--- config.mk ---
export PLATFORM = sky130hd
export DESIGN_NAME = tcm_sub
export DESIGN_NICKNAME = d
export VERILOG_FILES = /design/src/rtl/tcm_pkg.sv /design/src/rtl/tcm_req_check.sv /design/src/rtl/tcm_store.sv /design/src/rtl/tcm_rsp_pipe.sv /design/src/rtl/tcm_sub.sv
export SDC_FILE = /design/constraint.sdc
export NUM_CORES = 2
export LEC_CHECK = 0
export BUFFER_PORTS_ARGS = -buffer_cell sky130_fd_sc_hd__buf_2
export CAP_MARGIN = 15
export CORE_ASPECT_RATIO = 1.4
export CORE_MARGIN = 5
export CORE_UTILIZATION = 40
export DETAILED_ROUTE_END_ITERATION = 10
export SLEW_MARGIN = 20
export SYNTH_ARGS = -nofsm -noshare
export SYNTH_HDL_FRONTEND = slang
export SYNTH_SLANG_ARGS = --single-unit
--- constraint.sdc ---
create_clock -name clk -period 2.81 [get_ports clk]
set_input_delay 0.281 -clock clk [delete_from_list [all_inputs] [get_ports clk]]
set_output_delay 0.281 -clock clk [all_outputs]
set_load 0.05 [all_outputs]
--- src/rtl/tcm_pkg.sv ---
package tcm_pkg;

    // Decision taken for the transfer in the current period.
    typedef struct packed {
        logic xfer;   // handshake completed
        logic bad;    // transfer rejected, error response
        logic wr_go;  // array write performed
        logic rd_go;  // array read performed, held word updated
    } tcm_act_t;

    // Constant contents of the read-only variant.
    function automatic logic [63:0] rom_pattern(input logic [63:0] a);
        return (a + 64'd1) * 64'h9E37_79B9_7F4A_7C15;
    endfunction

endpackage

--- src/rtl/tcm_req_check.sv ---
module tcm_req_check #(
    parameter int SEL_N     = 4,
    parameter bit READ_ONLY = 1'b0,
    parameter bit FULL_ONLY = 1'b0
) (
    input  logic             vld,
    input  logic             rdy,
    input  logic             wen,
    input  logic             rpt,
    input  logic [SEL_N-1:0] ben,
    output tcm_pkg::tcm_act_t act
);
    logic xfer;
    logic ro_hit;
    logic width_hit;

    assign xfer      = vld && rdy;
    assign ro_hit    = READ_ONLY && wen;
    assign width_hit = FULL_ONLY && (ben != {SEL_N{1'b1}});

    always_comb begin
        act.xfer  = xfer;
        act.bad   = xfer && (ro_hit || width_hit);
        act.wr_go = xfer && wen && !(ro_hit || width_hit);
        act.rd_go = xfer && !wen && !rpt && !width_hit;
    end
endmodule

--- src/rtl/tcm_store.sv ---
module tcm_store #(
    parameter int ADDR_W    = 6,
    parameter int DATA_W    = 32,
    parameter int SEL_W     = 8,
    parameter bit READ_ONLY = 1'b0
) (
    input  logic                    clk,
    input  logic                    rst,
    input  logic                    wr_go,
    input  logic                    rd_go,
    input  logic [ADDR_W-1:0]       adr,
    input  logic [DATA_W/SEL_W-1:0] ben,
    input  logic [DATA_W-1:0]       wdt,
    output logic [DATA_W-1:0]       rd_now,
    output logic [DATA_W-1:0]       rd_hold
);
    localparam int SEL_N = DATA_W / SEL_W;
    localparam int DEPTH = 1 << ADDR_W;

    generate
        if (READ_ONLY) begin : g_rom
            logic unused_wr;
            assign unused_wr = ^{wr_go, ben, wdt};
            assign rd_now = DATA_W'(tcm_pkg::rom_pattern(64'(adr)));
        end else begin : g_ram
            logic [DATA_W-1:0] mem [DEPTH];
            always_ff @(posedge clk) begin
                for (int b = 0; b < SEL_N; b++) begin
                    if (wr_go && ben[b]) begin
                        mem[adr][b*SEL_W +: SEL_W] <= wdt[b*SEL_W +: SEL_W];
                    end
                end
            end
            assign rd_now = mem[adr];
        end
    endgenerate

    // Held read word: reused by repeat reads, kept until the next real read.
    always_ff @(posedge clk) begin
        if (rst) begin
            rd_hold <= '0;
        end else if (rd_go) begin
            rd_hold <= rd_now;
        end
    end

    // no real read, no change of the held word
    a_r7_hold_kept: assert property (@(posedge clk) disable iff (rst)
        !rd_go |=> $stable(rd_hold));
endmodule

--- src/rtl/tcm_rsp_pipe.sv ---
module tcm_rsp_pipe #(
    parameter int DATA_W = 32,
    parameter int LAT    = 1
) (
    input  logic              clk,
    input  logic              rst,
    input  logic              fresh,
    input  logic              bad,
    input  logic [DATA_W-1:0] rd_now,
    input  logic [DATA_W-1:0] rd_hold,
    output logic [DATA_W-1:0] rdt,
    output logic              err
);
    generate
        if (LAT == 0) begin : g_lat0
            logic unused_ck;
            assign unused_ck = clk ^ rst;
            assign rdt = fresh ? rd_now : rd_hold;
            assign err = bad;
        end else if (LAT == 1) begin : g_lat1
            logic unused_in;
            logic err_q;
            assign unused_in = ^{fresh, rd_now};
            always_ff @(posedge clk) begin
                if (rst) err_q <= 1'b0;
                else     err_q <= bad;
            end
            assign rdt = rd_hold;
            assign err = err_q;

            // status one period after the transfer
            a_r10_err_lat1: assert property (@(posedge clk) disable iff (rst)
                bad |=> err);
            a_r10_ok_lat1: assert property (@(posedge clk) disable iff (rst)
                !bad |=> !err);
        end else begin : g_lat2
            logic unused_in;
            logic [DATA_W-1:0] rdt_q;
            logic [1:0] err_q;
            assign unused_in = ^{fresh, rd_now};
            always_ff @(posedge clk) begin
                if (rst) begin
                    rdt_q <= '0;
                    err_q <= '0;
                end else begin
                    rdt_q <= rd_hold;
                    err_q <= {err_q[0], bad};
                end
            end
            assign rdt = rdt_q;
            assign err = err_q[1];

            // status two periods after the transfer
            a_r5_err_lat2: assert property (@(posedge clk) disable iff (rst)
                bad |-> ##2 err);
            a_r10_ok_lat2: assert property (@(posedge clk) disable iff (rst)
                !bad |-> ##2 !err);
        end
    endgenerate
endmodule

--- src/rtl/tcm_sub.sv ---
module tcm_sub #(
    parameter int ADDR_W    = 6,
    parameter int DATA_W    = 32,
    parameter int SEL_W     = 8,
    parameter int LAT       = 1,
    parameter bit READ_ONLY = 1'b0,
    parameter bit FULL_ONLY = 1'b0,
    parameter bit USE_STALL = 1'b1
) (
    input  logic                    clk,
    input  logic                    rst,
    input  logic                    stall,
    input  logic                    req_vld,
    output logic                    req_rdy,
    input  logic                    req_wen,
    input  logic                    req_rpt,
    input  logic [ADDR_W-1:0]       req_adr,
    input  logic [DATA_W/SEL_W-1:0] req_ben,
    input  logic [DATA_W-1:0]       req_wdt,
    output logic [DATA_W-1:0]       rsp_rdt,
    output logic                    rsp_err
);
    localparam int SEL_N = DATA_W / SEL_W;

    tcm_pkg::tcm_act_t act;
    logic [DATA_W-1:0] rd_now;
    logic [DATA_W-1:0] rd_hold;

    assign req_rdy = !(USE_STALL && stall);

    tcm_req_check #(
        .SEL_N    (SEL_N),
        .READ_ONLY(READ_ONLY),
        .FULL_ONLY(FULL_ONLY)
    ) u_check (
        .vld(req_vld),
        .rdy(req_rdy),
        .wen(req_wen),
        .rpt(req_rpt),
        .ben(req_ben),
        .act(act)
    );

    tcm_store #(
        .ADDR_W   (ADDR_W),
        .DATA_W   (DATA_W),
        .SEL_W    (SEL_W),
        .READ_ONLY(READ_ONLY)
    ) u_store (
        .clk    (clk),
        .rst    (rst),
        .wr_go  (act.wr_go),
        .rd_go  (act.rd_go),
        .adr    (req_adr),
        .ben    (req_ben),
        .wdt    (req_wdt),
        .rd_now (rd_now),
        .rd_hold(rd_hold)
    );

    tcm_rsp_pipe #(
        .DATA_W(DATA_W),
        .LAT   (LAT)
    ) u_rsp (
        .clk    (clk),
        .rst    (rst),
        .fresh  (act.rd_go),
        .bad    (act.bad),
        .rd_now (rd_now),
        .rd_hold(rd_hold),
        .rdt    (rsp_rdt),
        .err    (rsp_err)
    );

    // a write to the read-only variant is rejected and not performed
    a_r8_ro_reject: assert property (@(posedge clk) disable iff (rst)
        (READ_ONLY && req_vld && req_rdy && req_wen) |-> (act.bad && !act.wr_go));

    // partial byte enables are rejected in full-width mode
    a_r9_partial_reject: assert property (@(posedge clk) disable iff (rst)
        (FULL_ONLY && req_vld && req_rdy && (req_ben != {SEL_N{1'b1}}))
            |-> (act.bad && !act.wr_go && !act.rd_go));

    // a repeat read never activates the array read
    a_r6_rpt_no_read: assert property (@(posedge clk) disable iff (rst)
        (req_vld && req_rdy && !req_wen && req_rpt) |-> !act.rd_go);

    // a transfer is a read or a write, never both
    a_r2_one_op: assert property (@(posedge clk) disable iff (rst)
        $onehot0({act.wr_go, act.rd_go}));

    // nothing happens without a completed handshake
    a_r1_no_xfer_no_op: assert property (@(posedge clk) disable iff (rst)
        !(req_vld && req_rdy) |-> !(act.wr_go || act.rd_go || act.bad));
endmodule

======== After elaboration in Yosys (flattened, before gate mapping) ========
Memories as Yosys holds them, arrays and structs flattened. A register that Yosys moved wholly into a read port is not among the register bits.
Index checks and enable logic that the tools add are counted.
storage, ports and cells
  flip-flop bits (word level) ............. 0
  bits in writable memories ............... 2048
  word-level logic and storage cells ...... 20
  input port bits ......................... 48
  memories ................................ 1
  output and inout port bits .............. 34
operators by class
  multiplexer cells ....................... 8
  reductions and logical operators ........ 11
memory list
  memory             words  width  read ports  clocked after Yosys merged registers in  wr ports  line             RTL
  u_store.g_ram.mem  64     32     1           1                                        1         tcm_store.sv:26  logic [DATA_W-1:0] mem [DEPTH];
operators by type and width
  cell               number
  1-bit logical AND  8
  1-bit two-way mux  8
  1-bit logical NOT  3

======== Logic depth before layout (Yosys ltp) ========
  depth after elaboration ................. 6
  gate-level depth with buffers ........... 11
  depth with buffers taken out ............ 6

======== By module ========
Synthesis repeated with hierarchy kept, for this count alone.
second synthesis, totals
  cells, all modules ...................... 4866
  area, all modules ....................... 80622.3 sq um
modules (own cells, without submodules)
  module         instances  seq. area each (sq um)  cells an instance  area each (sq um)
  tcm_store      1          62139.6                 4825               80299.5
  tcm_rsp_pipe   1          20.0                    34                 274.0
  tcm_req_check  1          0.0                     6                  45.0
  tcm_sub        1          0.0                     1                  3.8

======== Worst setup path after synthesis ========
OpenSTA, ideal clock, no wires.
  kind .................................... in2reg
  start ................................... input stall
  end ..................................... memory u_store.g_ram.mem[59][10] (enable)
  buffers on the path ..................... 1
  arrival time ............................ 2.055 ns
  data required time ...................... 2.427 ns
  slack ................................... 0.371 ns
  stages on the path ...................... 6
  setup time .............................. 0.383 ns
  path through ............................ inv_1 and3_1 and2_1 clkbuf_1 nand2_1 nor3_1
on the way
  cells in the longest elaborated chain, start to end .. 6
ends and longest elaborated chain
  what                                     line                 RTL
  start, declared                          tcm_sub.sv:12        input logic stall,
  1-bit logical NOT                        tcm_sub.sv:29        assign req_rdy = !(USE_STALL && stall);
  1-bit logical AND                        tcm_req_check.sv:17  assign xfer = vld && rdy;
  1-bit logical AND                        tcm_req_check.sv:24  act.wr_go = xfer && wen && !(ro_hit || width_hit);
  1-bit logical AND                        tcm_store.sv:29      if (wr_go && ben[b]) begin
  1-bit two-way mux                        tcm_store.sv:29
  1-bit two-way mux (implied by the code)  tcm_store.sv:30      mem[adr][b*SEL_W +: SEL_W] <= wdt[b*SEL_W +: SEL_W];
  end, declared                            tcm_store.sv:26
No other way between the ends.

==> reports/qor.txt <==
Nature of the critical path startpoint: register
Drt drc: 0
Biggest area consumer among synthesized cells: sky130_fd_sc_hd__edfxtp_1
Core Region: 202000 um2
Min-delay src: req_wdt[4]
Capture point of the worst path: u_store.rd_hold[11]$_SDFFE_PP0P_
Reg2reg setup slack: 0.41 ns
Sinks on the clock net: 2080
Routed WL per cell: 32.0 um
Hold Path Class: in2reg
Worst-case headroom to the max-slew limit: 0.225
Placement-stage cell area: 88900 um2
Ratio of routed vias to standard cells: 6.06
Critical path cell sequence: mux2_2 > a221oi_1 > o21ai_0 > a2111oi_0 > buf_4 > a311oi_1
Die outline width: 390 um
Clock Tree Buf Depth: 4
Number of global-route vias before repair: 48300
Kind of end point of the critical path: register
Clock power share: 0.393
Half-perimeter wire length of the detailed placement result: 164000 um
Fraction of the core area covered by cells at the end of the flow: 0.470
Overall Power: 62900 uW
Arr. time, crit path: 3.07 ns
Final setup violation count: 0
Final RePlAce weighted congestion: 0.881
Yosys synthesis warning count: 0
Number of synthesized flops with an enable pin: 2048
Clock tree from TritonCTS: built
Finished layout cell area: 94800 um2
Maximum cell stage delay along the critical path: 0.55 ns
Buffer type at the clock tree root: sky130_fd_sc_hd__clkbuf_16
Port buffer count: 80
Number of antenna violations at the first check in global routing: 14
Number of gates given a new drive strength after cts: 0
Wire length of the first global-routing pass: 361000 um
Stages on worst setup path: 6
Max-capacitance violation count: 0
Part of the power in registers: 0.543
Crit Path Class: reg2reg
Number of placed I/O pins: 82
Worst-skew pair later-pin latency: 0.84 ns
Pin slew with the least headroom to its limit: 1.16 ns
Cell Pwr Density: 663 nW/um2
Combinational fraction of design power: 0.064
Critical path peak fanout: 1
Count of vias placed by the detailed router: 48500
Number of design-rule violations left by the first detailed-router iteration: 6053
Achievable frequency: 417 MHz
VDD IR-drop max: 0.000427 V
Full die area: 212000 um2
Final Hold Viols: 0
Setup total negative slack: 0 ns
Worst hold path stage count: 1
Worst path top cell family by delay: compound AO/OA/AOI/OAI gates
Final nets: 5247
Post-Route Hold Slack: 0.0436 ns
Proportion of netlist area held by the largest area contributor: 0.760
Max-slew violation total from the final report: 0
Sum of buffers and inverters on the critical path: 1
Sw Ratio: 0.219
Most common library cell in the layout ignoring fill and taps: sky130_fd_sc_hd__edfxtp_1
Post-synth design cell area: 80900 um2
Leakage component of the power: 0.0309 uW
Post-CTS setup buffer count: 0
Synthesized area per cell: 17.6 um2
Synth cell types: 75
Slowest-stage cell, CP: sky130_fd_sc_hd__a2111oi_0
Most frequently used flop master after synthesis: sky130_fd_sc_hd__edfxtp_1
Clk pin slew, worst setup/hold paths: 0.07 ns
Critical Path Start: u_store.g_ram.mem[54][11]$_DFFE_PP_
Initial cell density of the core: 0.402
Reg2reg start: u_store.g_ram.mem[54][11]$_DFFE_PP_
Cells on worst reg2reg path: 6
Shortest period the worst path allows: 2.40 ns
All-Layer GR Usage: 0.236
Post-synthesis instance total: 4598
Number of CTS-inserted buffers: 187
Filler cells: 17000
Internal cell power: 49100 uW
Met3 WL: 21800 um
RSZ-0062 raised after global routing: no
Data required time of the critical path: 3.48 ns
Met2 Routed Length: 127000 um
Final global-route overflow total: 0
Reg2Reg Capture Point: u_store.rd_hold[11]$_SDFFE_PP0P_
Synthesis-stage register bit count: 2080
Row count: 195
Share of cells above drive strength 1: 0.238
Total Routed Length: 256000 um
Outcome: completed
Register area share after synthesis: 0.768
Asr flop ratio synth: 0
Clock Skews: 0.0390 ns
H-tree depth: 4
Dominant cells by area after synthesis: sky130_fd_sc_hd__edfxtp_1, sky130_fd_sc_hd__a221oi_1, sky130_fd_sc_hd__mux4_2
Die height: 542 um
Highest metal layer with signal wires: met5
First drt pass iteration count: 5
Number of nets produced by synthesis: 4646
Final critical-path share of the clock period: 0.854
Leading cell types in the layout, fill and taps excluded: sky130_fd_sc_hd__edfxtp_1, sky130_fd_sc_hd__buf_4, sky130_fd_sc_hd__nor2_1, sky130_fd_sc_hd__a221oi_1, sky130_fd_sc_hd__mux2i_1
Net Sw Power: 13800 uW
Layout Area Growth over Synthesis: 17.1%
Post-DRT Antenna Nets: 0
Wire length on met1: 93800 um
Pin count of the biggest net entering global routing: 65
-- metrics by stage --
step                worst slack, ns  instances
detailed placement           0.0180       7651
global route                  0.309       7996
global placement             0.0481       7651
floorplan                     0.371       4598
finish                        0.409       8001
CTS                           0.461       7995
-- state kept, by name, indices dropped and copies added, names as in the netlist --
signal / count
u_store.g_ram.mem: 2048
u_store.rd_hold: 32
-- metal layers --
metal | vias to the layer above | GRT usage
li1 | 20000 | -
met1 | 25100 | 0.297
met2 | 2693 | 0.403
met3 | 620 | 0.0393
met4 | 6 | 0.107
met5 | - | 0
-- worst reg2reg max path, delay by kind of cell, from the launching register on --
kind / cells / cell delay [ns]
buffers and inverters: 1 / 0.19
multiplexers: 1 / 0.27
flip-flops: 1 / 0.36
AO/OA/AOI/OAI: 4 / 1.41
-- synthesized netlist by cell type (all sizes together), types with 10 or more instances --
library cell,count
a22oi,146
dfxtp,32
o22a,20
a21oi,101
o22ai,100
a31oi,18
and2,11
o2bb2ai,29
o21ai,111
a211oi,12
mux2i,213
o221ai,22
a311oi,16
nor3,11
edfxtp,2048
a221o,38
mux2,149
a221oi,317
a22o,47
a2bb2oi,10
mux4,99
nor2,418
nand2,165
clkbuf,85
and3,14
buf,257
-- how the worst min path moves through the flow --
stage / to / slack [ns]
after floorplan: u_store.g_ram.mem[0][0]$_DFFE_PP_ / 0.38
after global placement: u_store.rd_hold[15]$_SDFFE_PP0P_ / 0.50
after detailed placement: u_store.rd_hold[13]$_SDFFE_PP0P_ / 0.50
after CTS: u_store.g_ram.mem[9][4]$_DFFE_PP_ / 0.008
after global routing: u_store.g_ram.mem[9][4]$_DFFE_PP_ / 0.04
final: u_store.g_ram.mem[9][4]$_DFFE_PP_ / 0.04
-- what timing repair did --
action                                  4_1_cts  5_1_grt
endpoints found under the setup margin        0        0
hold buffers                                 18        0
hold endpoints to repair                    404        0
-- kinds of logic (layout without fill, tap and decap cells) --
family | after synthesis | after routing | synth area share
AOI/OAI and AO/OA | 1039 | 1039 | 0.0979
buffers and inverters | 348 | 1086 | 0.0253
DFF | 2080 | 2080 | 0.768
muxes | 461 | 461 | 0.0747
other | 1 | 7 | 0.0000463
and+or+nand+nor | 669 | 669 | 0.0344
-- power groups by stage --
stage | Clock, uW | Combinational (uW) | Sequential, uW
after floorplan | 0 | 1760 | 34800
after global placement | 0 | 3950 | 34800
after detailed placement | 0 | 3990 | 34800
after CTS | 25000 | 4020 | 34100
after global routing | 26200 | 4180 | 34100
final | 24700 | 4050 | 34100
-- area by class of cell --
cell class	instances	area, um2	share of cell area
diodes	6	15.0	0.000158
clock buffers	245	4970	0.0524
clock inverters	81	761	0.00803
inverters	6	35.0	0.000370
multi-input cells	2170	16900	0.178
flip-flops and latches	2080	62100	0.656
well taps	2659	3330	0.0351
repair buffers	754	6660	0.0703
Note: power is estimated with default switching activity, not from simulation.
